### src/rtl/mq_pkg.sv
package mq_pkg;
  localparam int unsigned AW = 32;

  typedef enum logic [2:0] {
    RA_MODE   = 3'd0,
    RA_START  = 3'd1,
    RA_SIZE   = 3'd2,
    RA_REGST  = 3'd3,
    RA_DONEST = 3'd4,
    RA_PRIM   = 3'd5
  } reg_addr_e;

  localparam int SCOPE_LSB  = 17;
  localparam int NOTIFY_BIT = 15;
  localparam int END_BIT    = 2;
  localparam int BUSY_BIT   = 31;
  localparam logic [3:0] PRIM_DRAIN = 4'h8;
  localparam logic [3:0] PRIM_PFFL  = 4'h9;

  typedef struct packed {
    logic [1:0]    op;
    logic          whole;
    logic          notify;
    logic [AW-1:0] addr;
    logic [AW-1:0] size;
  } cmd_t;
endpackage

### src/rtl/mq_owner.sv
module mq_owner
  import mq_pkg::*;
#(
  parameter int NM = 4,
  parameter int MW = 2
) (
  input  logic          clk_i,
  input  logic          rst_ni,
  input  logic          wr_mode_i,
  input  logic          wr_start_i,
  input  logic          wr_size_i,
  input  logic          rd_stat_i,
  input  logic [MW-1:0] mid_i,
  input  logic [31:0]   wdata_i,
  input  logic          full_i,
  output logic          commit_o,
  output cmd_t          pend_o,
  output logic [1:0]    stat_o
);
  logic          owned_q;
  logic [MW-1:0] owner_q;
  cmd_t          pend_q;
  logic [NM-1:0] fail_q;
  logic          own_hit;
  cmd_t          dec;

  assign own_hit = owned_q && (owner_q == mid_i);

  always_comb begin
    dec        = '0;
    dec.op     = wdata_i[1:0];
    dec.whole  = (wdata_i[SCOPE_LSB+1:SCOPE_LSB] == 2'd1);
    dec.notify = wdata_i[NOTIFY_BIT];
  end

  always_ff @(posedge clk_i or negedge rst_ni) begin
    if (!rst_ni) begin
      owned_q <= 1'b0;
      owner_q <= '0;
      pend_q  <= '0;
      fail_q  <= '0;
    end else begin
      if (wr_mode_i) begin
        if (!owned_q || own_hit) begin
          owned_q <= 1'b1;
          owner_q <= mid_i;
          pend_q  <= dec;  // overwrite, never append
        end else begin
          fail_q[mid_i] <= 1'b1;
        end
      end
      if (wr_start_i || wr_size_i) begin
        if (own_hit) begin
          if (!pend_q.whole) begin
            if (wr_start_i) pend_q.addr <= wdata_i;
            else            pend_q.size <= wdata_i;
          end
        end else if (owned_q) begin
          fail_q[mid_i] <= 1'b1;
        end
      end
      if (rd_stat_i) begin
        fail_q[mid_i] <= 1'b0;
        if (own_hit) owned_q <= 1'b0;
      end
    end
  end

  assign commit_o = rd_stat_i && own_hit && !full_i;
  assign pend_o   = pend_q;
  assign stat_o   = {own_hit && full_i, fail_q[mid_i]};

  a_r3_owner_kept: assert property (@(posedge clk_i) disable iff (!rst_ni)
    (owned_q && wr_mode_i && !own_hit) |=> (owned_q && owner_q == $past(owner_q)));
  a_r4_release: assert property (@(posedge clk_i) disable iff (!rst_ni)
    (rd_stat_i && own_hit) |=> !owned_q);
  a_r2_take: assert property (@(posedge clk_i) disable iff (!rst_ni)
    (!owned_q && wr_mode_i) |=> (owned_q && owner_q == $past(mid_i)));
endmodule

### src/rtl/mq_fifo.sv
module mq_fifo #(
  parameter int W     = 8,
  parameter int DEPTH = 4,
  localparam int PW   = (DEPTH > 1) ? $clog2(DEPTH) : 1,
  localparam int CW   = $clog2(DEPTH + 1)
) (
  input  logic         clk_i,
  input  logic         rst_ni,
  input  logic         push_i,
  input  logic [W-1:0] data_i,
  input  logic         pop_i,
  output logic [W-1:0] head_o,
  output logic         empty_o,
  output logic         full_o
);
  logic [W-1:0]  mem [DEPTH];
  logic [PW-1:0] wp_q, rp_q;
  logic [CW-1:0] cnt_q;

  function automatic logic [PW-1:0] nxt(input logic [PW-1:0] p);
    return (p == PW'(DEPTH - 1)) ? '0 : p + 1'b1;
  endfunction

  always_ff @(posedge clk_i or negedge rst_ni) begin
    if (!rst_ni) begin
      wp_q  <= '0;
      rp_q  <= '0;
      cnt_q <= '0;
    end else begin
      if (push_i) wp_q <= nxt(wp_q);
      if (pop_i)  rp_q <= nxt(rp_q);
      if (push_i && !pop_i)      cnt_q <= cnt_q + 1'b1;
      else if (pop_i && !push_i) cnt_q <= cnt_q - 1'b1;
    end
  end

  always_ff @(posedge clk_i) begin
    if (push_i) mem[wp_q] <= data_i;
  end

  assign head_o  = mem[rp_q];
  assign empty_o = (cnt_q == '0);
  assign full_o  = (cnt_q == CW'(DEPTH));

  a_r5_no_overflow: assert property (@(posedge clk_i) disable iff (!rst_ni)
    push_i |-> !full_o);
  a_r8_no_underflow: assert property (@(posedge clk_i) disable iff (!rst_ni)
    pop_i |-> !empty_o);
endmodule

### src/rtl/mq_status.sv
module mq_status #(
  parameter int NM = 4,
  parameter int MW = 2
) (
  input  logic          clk_i,
  input  logic          rst_ni,
  input  logic          set_i,
  input  logic [MW-1:0] set_mid_i,
  input  logic          clr_i,
  input  logic [MW-1:0] clr_mid_i,
  output logic [NM-1:0] end_o
);
  for (genvar i = 0; i < NM; i++) begin : g_m
    always_ff @(posedge clk_i or negedge rst_ni) begin
      if (!rst_ni)                                end_o[i] <= 1'b0;
      else if (set_i && set_mid_i == MW'(i))      end_o[i] <= 1'b1;
      else if (clr_i && clr_mid_i == MW'(i))      end_o[i] <= 1'b0;
    end
  end

  a_r9_end_set: assert property (@(posedge clk_i) disable iff (!rst_ni)
    set_i |=> end_o[$past(set_mid_i)]);
endmodule

### src/rtl/maint_queue.sv
module maint_queue
  import mq_pkg::*;
#(
  parameter int NUM_M  = 4,
  parameter int DEPTH  = 4,
  localparam int MID_W = (NUM_M > 1) ? $clog2(NUM_M) : 1
) (
  input  logic             clk_i,
  input  logic             rst_ni,
  input  logic             reg_req_i,
  input  logic             reg_we_i,
  input  logic [2:0]       reg_addr_i,
  input  logic [31:0]      reg_wdata_i,
  input  logic [MID_W-1:0] reg_mid_i,
  output logic [31:0]      reg_rdata_o,
  output logic             eng_valid_o,
  output logic [1:0]       eng_op_o,
  output logic             eng_whole_o,
  output logic [AW-1:0]    eng_addr_o,
  output logic [AW-1:0]    eng_size_o,
  output logic [MID_W-1:0] eng_mid_o,
  input  logic             eng_done_i
);
  localparam int EW = MID_W + $bits(cmd_t);

  reg_addr_e ra;
  logic wr, rd;
  logic wr_mode, wr_start, wr_size, rd_stat, wr_done, wr_prim;
  logic commit, full, empty, pop;
  cmd_t pend, head;
  logic [MID_W-1:0] head_mid;
  logic [EW-1:0] head_raw;
  logic [1:0] stat;
  logic [NUM_M-1:0] end_flags;
  logic busy_q;
  logic [3:0] code_q;

  assign ra       = reg_addr_e'(reg_addr_i);
  assign wr       = reg_req_i && reg_we_i;
  assign rd       = reg_req_i && !reg_we_i;
  assign wr_mode  = wr && ra == RA_MODE;
  assign wr_start = wr && ra == RA_START;
  assign wr_size  = wr && ra == RA_SIZE;
  assign rd_stat  = rd && ra == RA_REGST;
  assign wr_done  = wr && ra == RA_DONEST && reg_wdata_i[END_BIT];
  assign wr_prim  = wr && ra == RA_PRIM &&
                    (reg_wdata_i[3:0] == PRIM_DRAIN || reg_wdata_i[3:0] == PRIM_PFFL);

  mq_owner #(.NM(NUM_M), .MW(MID_W)) u_owner (
    .clk_i, .rst_ni,
    .wr_mode_i(wr_mode), .wr_start_i(wr_start), .wr_size_i(wr_size),
    .rd_stat_i(rd_stat), .mid_i(reg_mid_i), .wdata_i(reg_wdata_i),
    .full_i(full), .commit_o(commit), .pend_o(pend), .stat_o(stat)
  );

  mq_fifo #(.W(EW), .DEPTH(DEPTH)) u_fifo (
    .clk_i, .rst_ni,
    .push_i(commit), .data_i({reg_mid_i, pend}),
    .pop_i(pop), .head_o(head_raw), .empty_o(empty), .full_o(full)
  );

  assign {head_mid, head} = head_raw;
  assign pop         = eng_done_i && !empty;
  assign eng_valid_o = !empty;
  assign eng_op_o    = head.op;
  assign eng_whole_o = head.whole;
  assign eng_addr_o  = head.addr;
  assign eng_size_o  = head.size;
  assign eng_mid_o   = head_mid;

  mq_status #(.NM(NUM_M), .MW(MID_W)) u_status (
    .clk_i, .rst_ni,
    .set_i(pop && head.notify), .set_mid_i(head_mid),
    .clr_i(wr_done), .clr_mid_i(reg_mid_i), .end_o(end_flags)
  );

  // drain is finished once every queued command has completed
  always_ff @(posedge clk_i or negedge rst_ni) begin
    if (!rst_ni) begin
      busy_q <= 1'b0;
      code_q <= '0;
    end else if (wr_prim) begin
      busy_q <= !empty;
      code_q <= reg_wdata_i[3:0];
    end else if (busy_q && empty) begin
      busy_q <= 1'b0;
    end
  end

  always_comb begin
    reg_rdata_o = '0;
    if (rd) begin
      unique case (ra)
        RA_REGST:  reg_rdata_o[1:0] = stat;
        RA_DONEST: reg_rdata_o[END_BIT] = end_flags[reg_mid_i];
        RA_PRIM:   reg_rdata_o = {busy_q, 27'd0, code_q};
        default:   reg_rdata_o = '0;
      endcase
    end
  end

  a_r8_head_stable: assert property (@(posedge clk_i) disable iff (!rst_ni)
    (eng_valid_o && !eng_done_i) |=> (eng_valid_o && $stable(eng_addr_o) &&
                                      $stable(eng_op_o) && $stable(eng_mid_o)));
  a_r11_busy_hold: assert property (@(posedge clk_i) disable iff (!rst_ni)
    (busy_q && !empty && !wr_prim) |=> busy_q);
endmodule

### config.mk
export PLATFORM = sky130hd
export DESIGN_NAME = maint_queue
export DESIGN_NICKNAME = d
export VERILOG_FILES = /design/src/rtl/mq_pkg.sv /design/src/rtl/mq_owner.sv /design/src/rtl/mq_fifo.sv /design/src/rtl/mq_status.sv /design/src/rtl/maint_queue.sv
export SDC_FILE = /design/constraint.sdc
export NUM_CORES = 1
export LEC_CHECK = 0
export CAP_MARGIN = 25
export CORE_MARGIN = 4
export CORE_UTILIZATION = 45
export CTS_CLUSTER_DIAMETER = 40
export DETAILED_ROUTE_END_ITERATION = 10
export MAX_ROUTING_LAYER = met4
export PLACE_DENSITY = 0.77
export SLEW_MARGIN = 10
export SYNTH_ARGS = -nofsm -noshare
export SYNTH_HDL_FRONTEND = slang
export SYNTH_SLANG_ARGS = --single-unit
### constraint.sdc
create_clock -name clk_i -period 6.5 [get_ports clk_i]
set_input_delay 0.975 -clock clk_i [delete_from_list [all_inputs] [get_ports clk_i]]
set_output_delay 0.975 -clock clk_i [all_outputs]
set_load 0.05 [all_outputs]
==> qor.csv <==
stage,metric,value,unit
route,antenna_left,0,
grt,track_usage,0.1713,
synthesis,ys_ff_latch,371,
power,ir_drop,261.3,uV
timing,hold_viol_final,0,
route,vias,6933,
timing,period_needed,4419,ps
placed_design,port_buffers,116,
clock_network,cts.sinks,371,
setup_path,crit_fanout,18,
synthesis,synthCells,680,
clock_network,numCtsBuffers,44,
placed_design,gp_congestion,0.7743,
floorplan,row_count,64,
grt,grt_pass1_vias,7292,
layout,regArea,0.01069,sq mm
min_path,hold_path_class,input pin to asynchronous set/reset pin,
timing,rsz0062_at_grt,false,
clock_network,cts_max_path_buffers,3,
timing,final_max_slew_viol_count,0,
timing,finalSetupTns,0,ps
floorplan,start_util,0.4589,
setup_path,critPathKind,input pin to primary output,
power,leakage,6.116,nW
layout,fillCellCount,2340,
layout,antenna_cells,0,
synthesis,synth_seq_area_share,0.7573,
power,switching_power,0.002516,W
synthesis,synthArstFlopShare,0.2453,
floorplan,die_y,185.1,um
floorplan,die_area,0.03425,sq mm
clock_network,cts_tree,yes,
route,finalWirelength,28.16,mm
grt,grt-ovfl-total,0,
timing,tightest_slew,936.0,ps
power,clock_power_share,0.316,
power,intPower,0.005144,W
route,wl_per_cell,22.62,um
timing,slew-limit-headroom,0.3760,
job,cap_violations,0,
clock_network,cts_htree_levels,2,
setup_path,worstPathArrival,3440,ps
synthesis,avgSynthCellArea,20.75,sq um
outcome,status,finished clean,
route,drtPass1Iterations,6,
route,drc_errors,0,
power,seqPwrFrac,0.391,
timing,setup_viol,0,
setup_path,critPathRequiredTime,5520,ps
setup_path,crit_path_end_kind,primary output,
setup_path,startpoint_type,input pin,
layout,synthToLayoutAreaGrowth,20.71,%
clock_network,path_clk_slew,50,ps
synthesis,ys.flop_type,edfxtp_1,
timing,max_freq,226.3,MHz
route,via_per_inst,5.569,
clock_network,holdBufCountCts,0,
layout,multi_input_area,0.003087,sq mm
grt,antenna_found_initial,0,
floorplan,core-area,0.03075,sq mm
route,drt-initial-drc-count,534,
floorplan,fp.dieW,185.1,um
clock_network,clock_latency,530,ps
synthesis,synth_edf_count,280,
clock_network,cts_resized,0,
placed_design,dp_hpwl,16.25,mm
synthesis,ys_types,47,
synthesis,yosys_warnings,0,
power,power_density,449.8,mW/mm^2
power,swShare,0.3284,
layout,nets,862,
synthesis,syn_area,0.01411,sq mm
clock_network,root_buffer,clkbuf_16,
grt,grt_max_degree,61,
clock_network,postCtsSetupBuffers,0,
timing,worst_slack,2081,ps
placed_design,post-place-ws,2113,ps
layout,drive_above_1_share,0.2038,
power,power_frac_comb,0.292,
grt,grt_pass1_wl,43.30,mm
floorplan,io_pins,144,
timing,final.setup_skew,17.02,ps
timing,min_period_over_period,0.6799,
[metrics by stage]
| stage | hold WS (ps) | total power [W] | utilization | cells | area, sq um |
|---|---|---|---|---|---|
| 5_1_grt | 414.4 | 0.007963 | 0.5539 | 1245 | 17030 |
| 4_1_cts | 397.1 | 0.007750 | 0.5539 | 1245 | 17030 |
| 6_report | 390.7 | 0.007660 | 0.5539 | 1245 | 17030 |
| 3_3_place_gp | 455.1 | 0.005275 | 0.5046 | 1161 | 15520 |
| 2_1_floorplan | 425.2 | 0.004596 | - | 706 | 14210 |
| 3_5_place_dp | 448.0 | 0.005316 | 0.5061 | 1163 | 15560 |
[worst paths after layout]
kind,from,endpoint,slack (ps),cells after the start
hold reg to reg,code_q[3]$_DFFE_PN0P_,code_q[3]$_DFFE_PN0P_,460,1
setup / recovery,reg_mid_i[0],reg_rdata_o[1],2080,6
max in group asynchronous,rst_ni,u_fifo.rp_q[0]$_DFFE_PN0P_,4800,2
setup reg to reg,u_owner.owner_q[1]$_DFFE_PN0P_,u_fifo.mem[3][8]$_DFFE_PP_,3690,5
min in group clk_i,code_q[3]$_DFFE_PN0P_,code_q[3]$_DFFE_PN0P_,460,1
hold / removal,rst_ni,busy_q$_DFFE_PN0P_,390,1
[cell usage after synthesis, types with 2 or more instances]
cell type,n,area (sq um)
inv_1,6,22.52
a31oi_1,2,12.51
buf_2,17,85.08
nand3b_1,3,22.52
and2_1,9,56.30
clkbuf_1,10,37.54
mux2_1,6,67.56
o31ai_1,2,15.01
mux2_4,2,30.03
buf_6,8,90.09
nor2b_1,3,18.77
xor2_2,2,32.53
and3_1,2,12.51
nor3_1,3,15.01
edfxtp_1,280,8408
mux2_2,3,33.78
mux4_2,72,1622
nand2b_1,5,31.28
or3_1,2,12.51
nand2_1,5,18.77
a22o_1,65,569.3
nand4_1,2,12.51
dfrtp_1,91,2277
buf_4,29,217.7
xor2_1,2,17.52
nor2_1,8,30.03
xnor2_1,3,26.28
a21oi_1,6,30.03
mux2i_1,2,20.02
o21ai_0,8,40.04
ha_1,6,75.07
[critical path, cell delays in order]
cell and delay [ps]:
clkdlybuf4s50_1 920, xor2_2 210, nor2_1 180, nand3_1 90, o21ai_0 210, clkdlybuf4s50_1 850
[power groups by stage]
stage / clock [W] / combinational [W] / sequential (W)
after floorplan: 0 / 0.00167 / 0.00292
after global placement: 0 / 0.00218 / 0.00309
after detailed placement: 0 / 0.00227 / 0.00304
after CTS: 0.00247 / 0.00228 / 0.00300
after global routing: 0.00259 / 0.00235 / 0.00302
final: 0.00242 / 0.00224 / 0.00300
[layer usage]
layer / vias to the layer above / part of all wire / track usage
met2: 242 / 0.51 / 0.2736
met1: 3672 / 0.42 / 0.2349
met5: - / 0 / -
li1: 2977 / - / -
met3: 42 / 0.057 / 0.03280
met4: 0 / 0.016 / 0.03553
[sequential cells by signal, summed over array words and instances (netlist names)]
| name | flops |
|---|---|
| u_owner.fail_q | 4 |
| u_fifo.rp_q | 2 |
| code_q | 4 |
| u_fifo.wp_q | 2 |
| busy_q | 1 |
| u_fifo.cnt_q | 3 |
| u_owner.pend_o | 68 |
| u_fifo.mem | 280 |
| u_owner.owner_q | 2 |
| u_status.end_o | 4 |
| u_owner.owned_q | 1 |
[placed cells by master (no fill, tap or decap), types with 4 or more instances in the layout]
cell / instances
nand2_1: 5
mux4_2: 72
a22o_1: 65
clkbuf_16: 45
clkbuf_1: 9
edfxtp_1: 280
and2_4: 5
dfrtp_1: 89
ha_1: 6
and2_1: 5
clkdlybuf4s50_1: 115
buf_4: 9
clkinv_2: 5
inv_1: 6
conb_1: 27
nor2_1: 8
mux2_1: 6
a21oi_1: 6
o21ai_0: 8
bufinv_16: 4
nand2b_1: 5
inv_6: 6
[cell type report]
type | instances | share of cell area
multi-input combinational | 264 | 0.1812
tap | 396 | 0.02909
clock inverter | 26 | 0.01646
sequential | 371 | 0.6278
timing repair buffer | 126 | 0.07435
inverter | 6 | 0.001322
clock buffer | 56 | 0.06972
[kinds of logic (layout without fill, tap and decap cells)]
logic type / count (synthesis) / count (layout) / synth area share
DFF: 371 / 371 / 0.7573
AOI/OAI and AO/OA: 88 / 88 / 0.05090
muxes: 85 / 85 / 0.1257
buffers and inverters: 71 / 214 / 0.03237
and+or+nand+nor: 50 / 50 / 0.02137
adders and majority gates: 7 / 7 / 0.006739
xor gates and xnor gates: 7 / 7 / 0.005410
other: 1 / 27 / 0.0002658
Power figures use the tool's default switching activity.
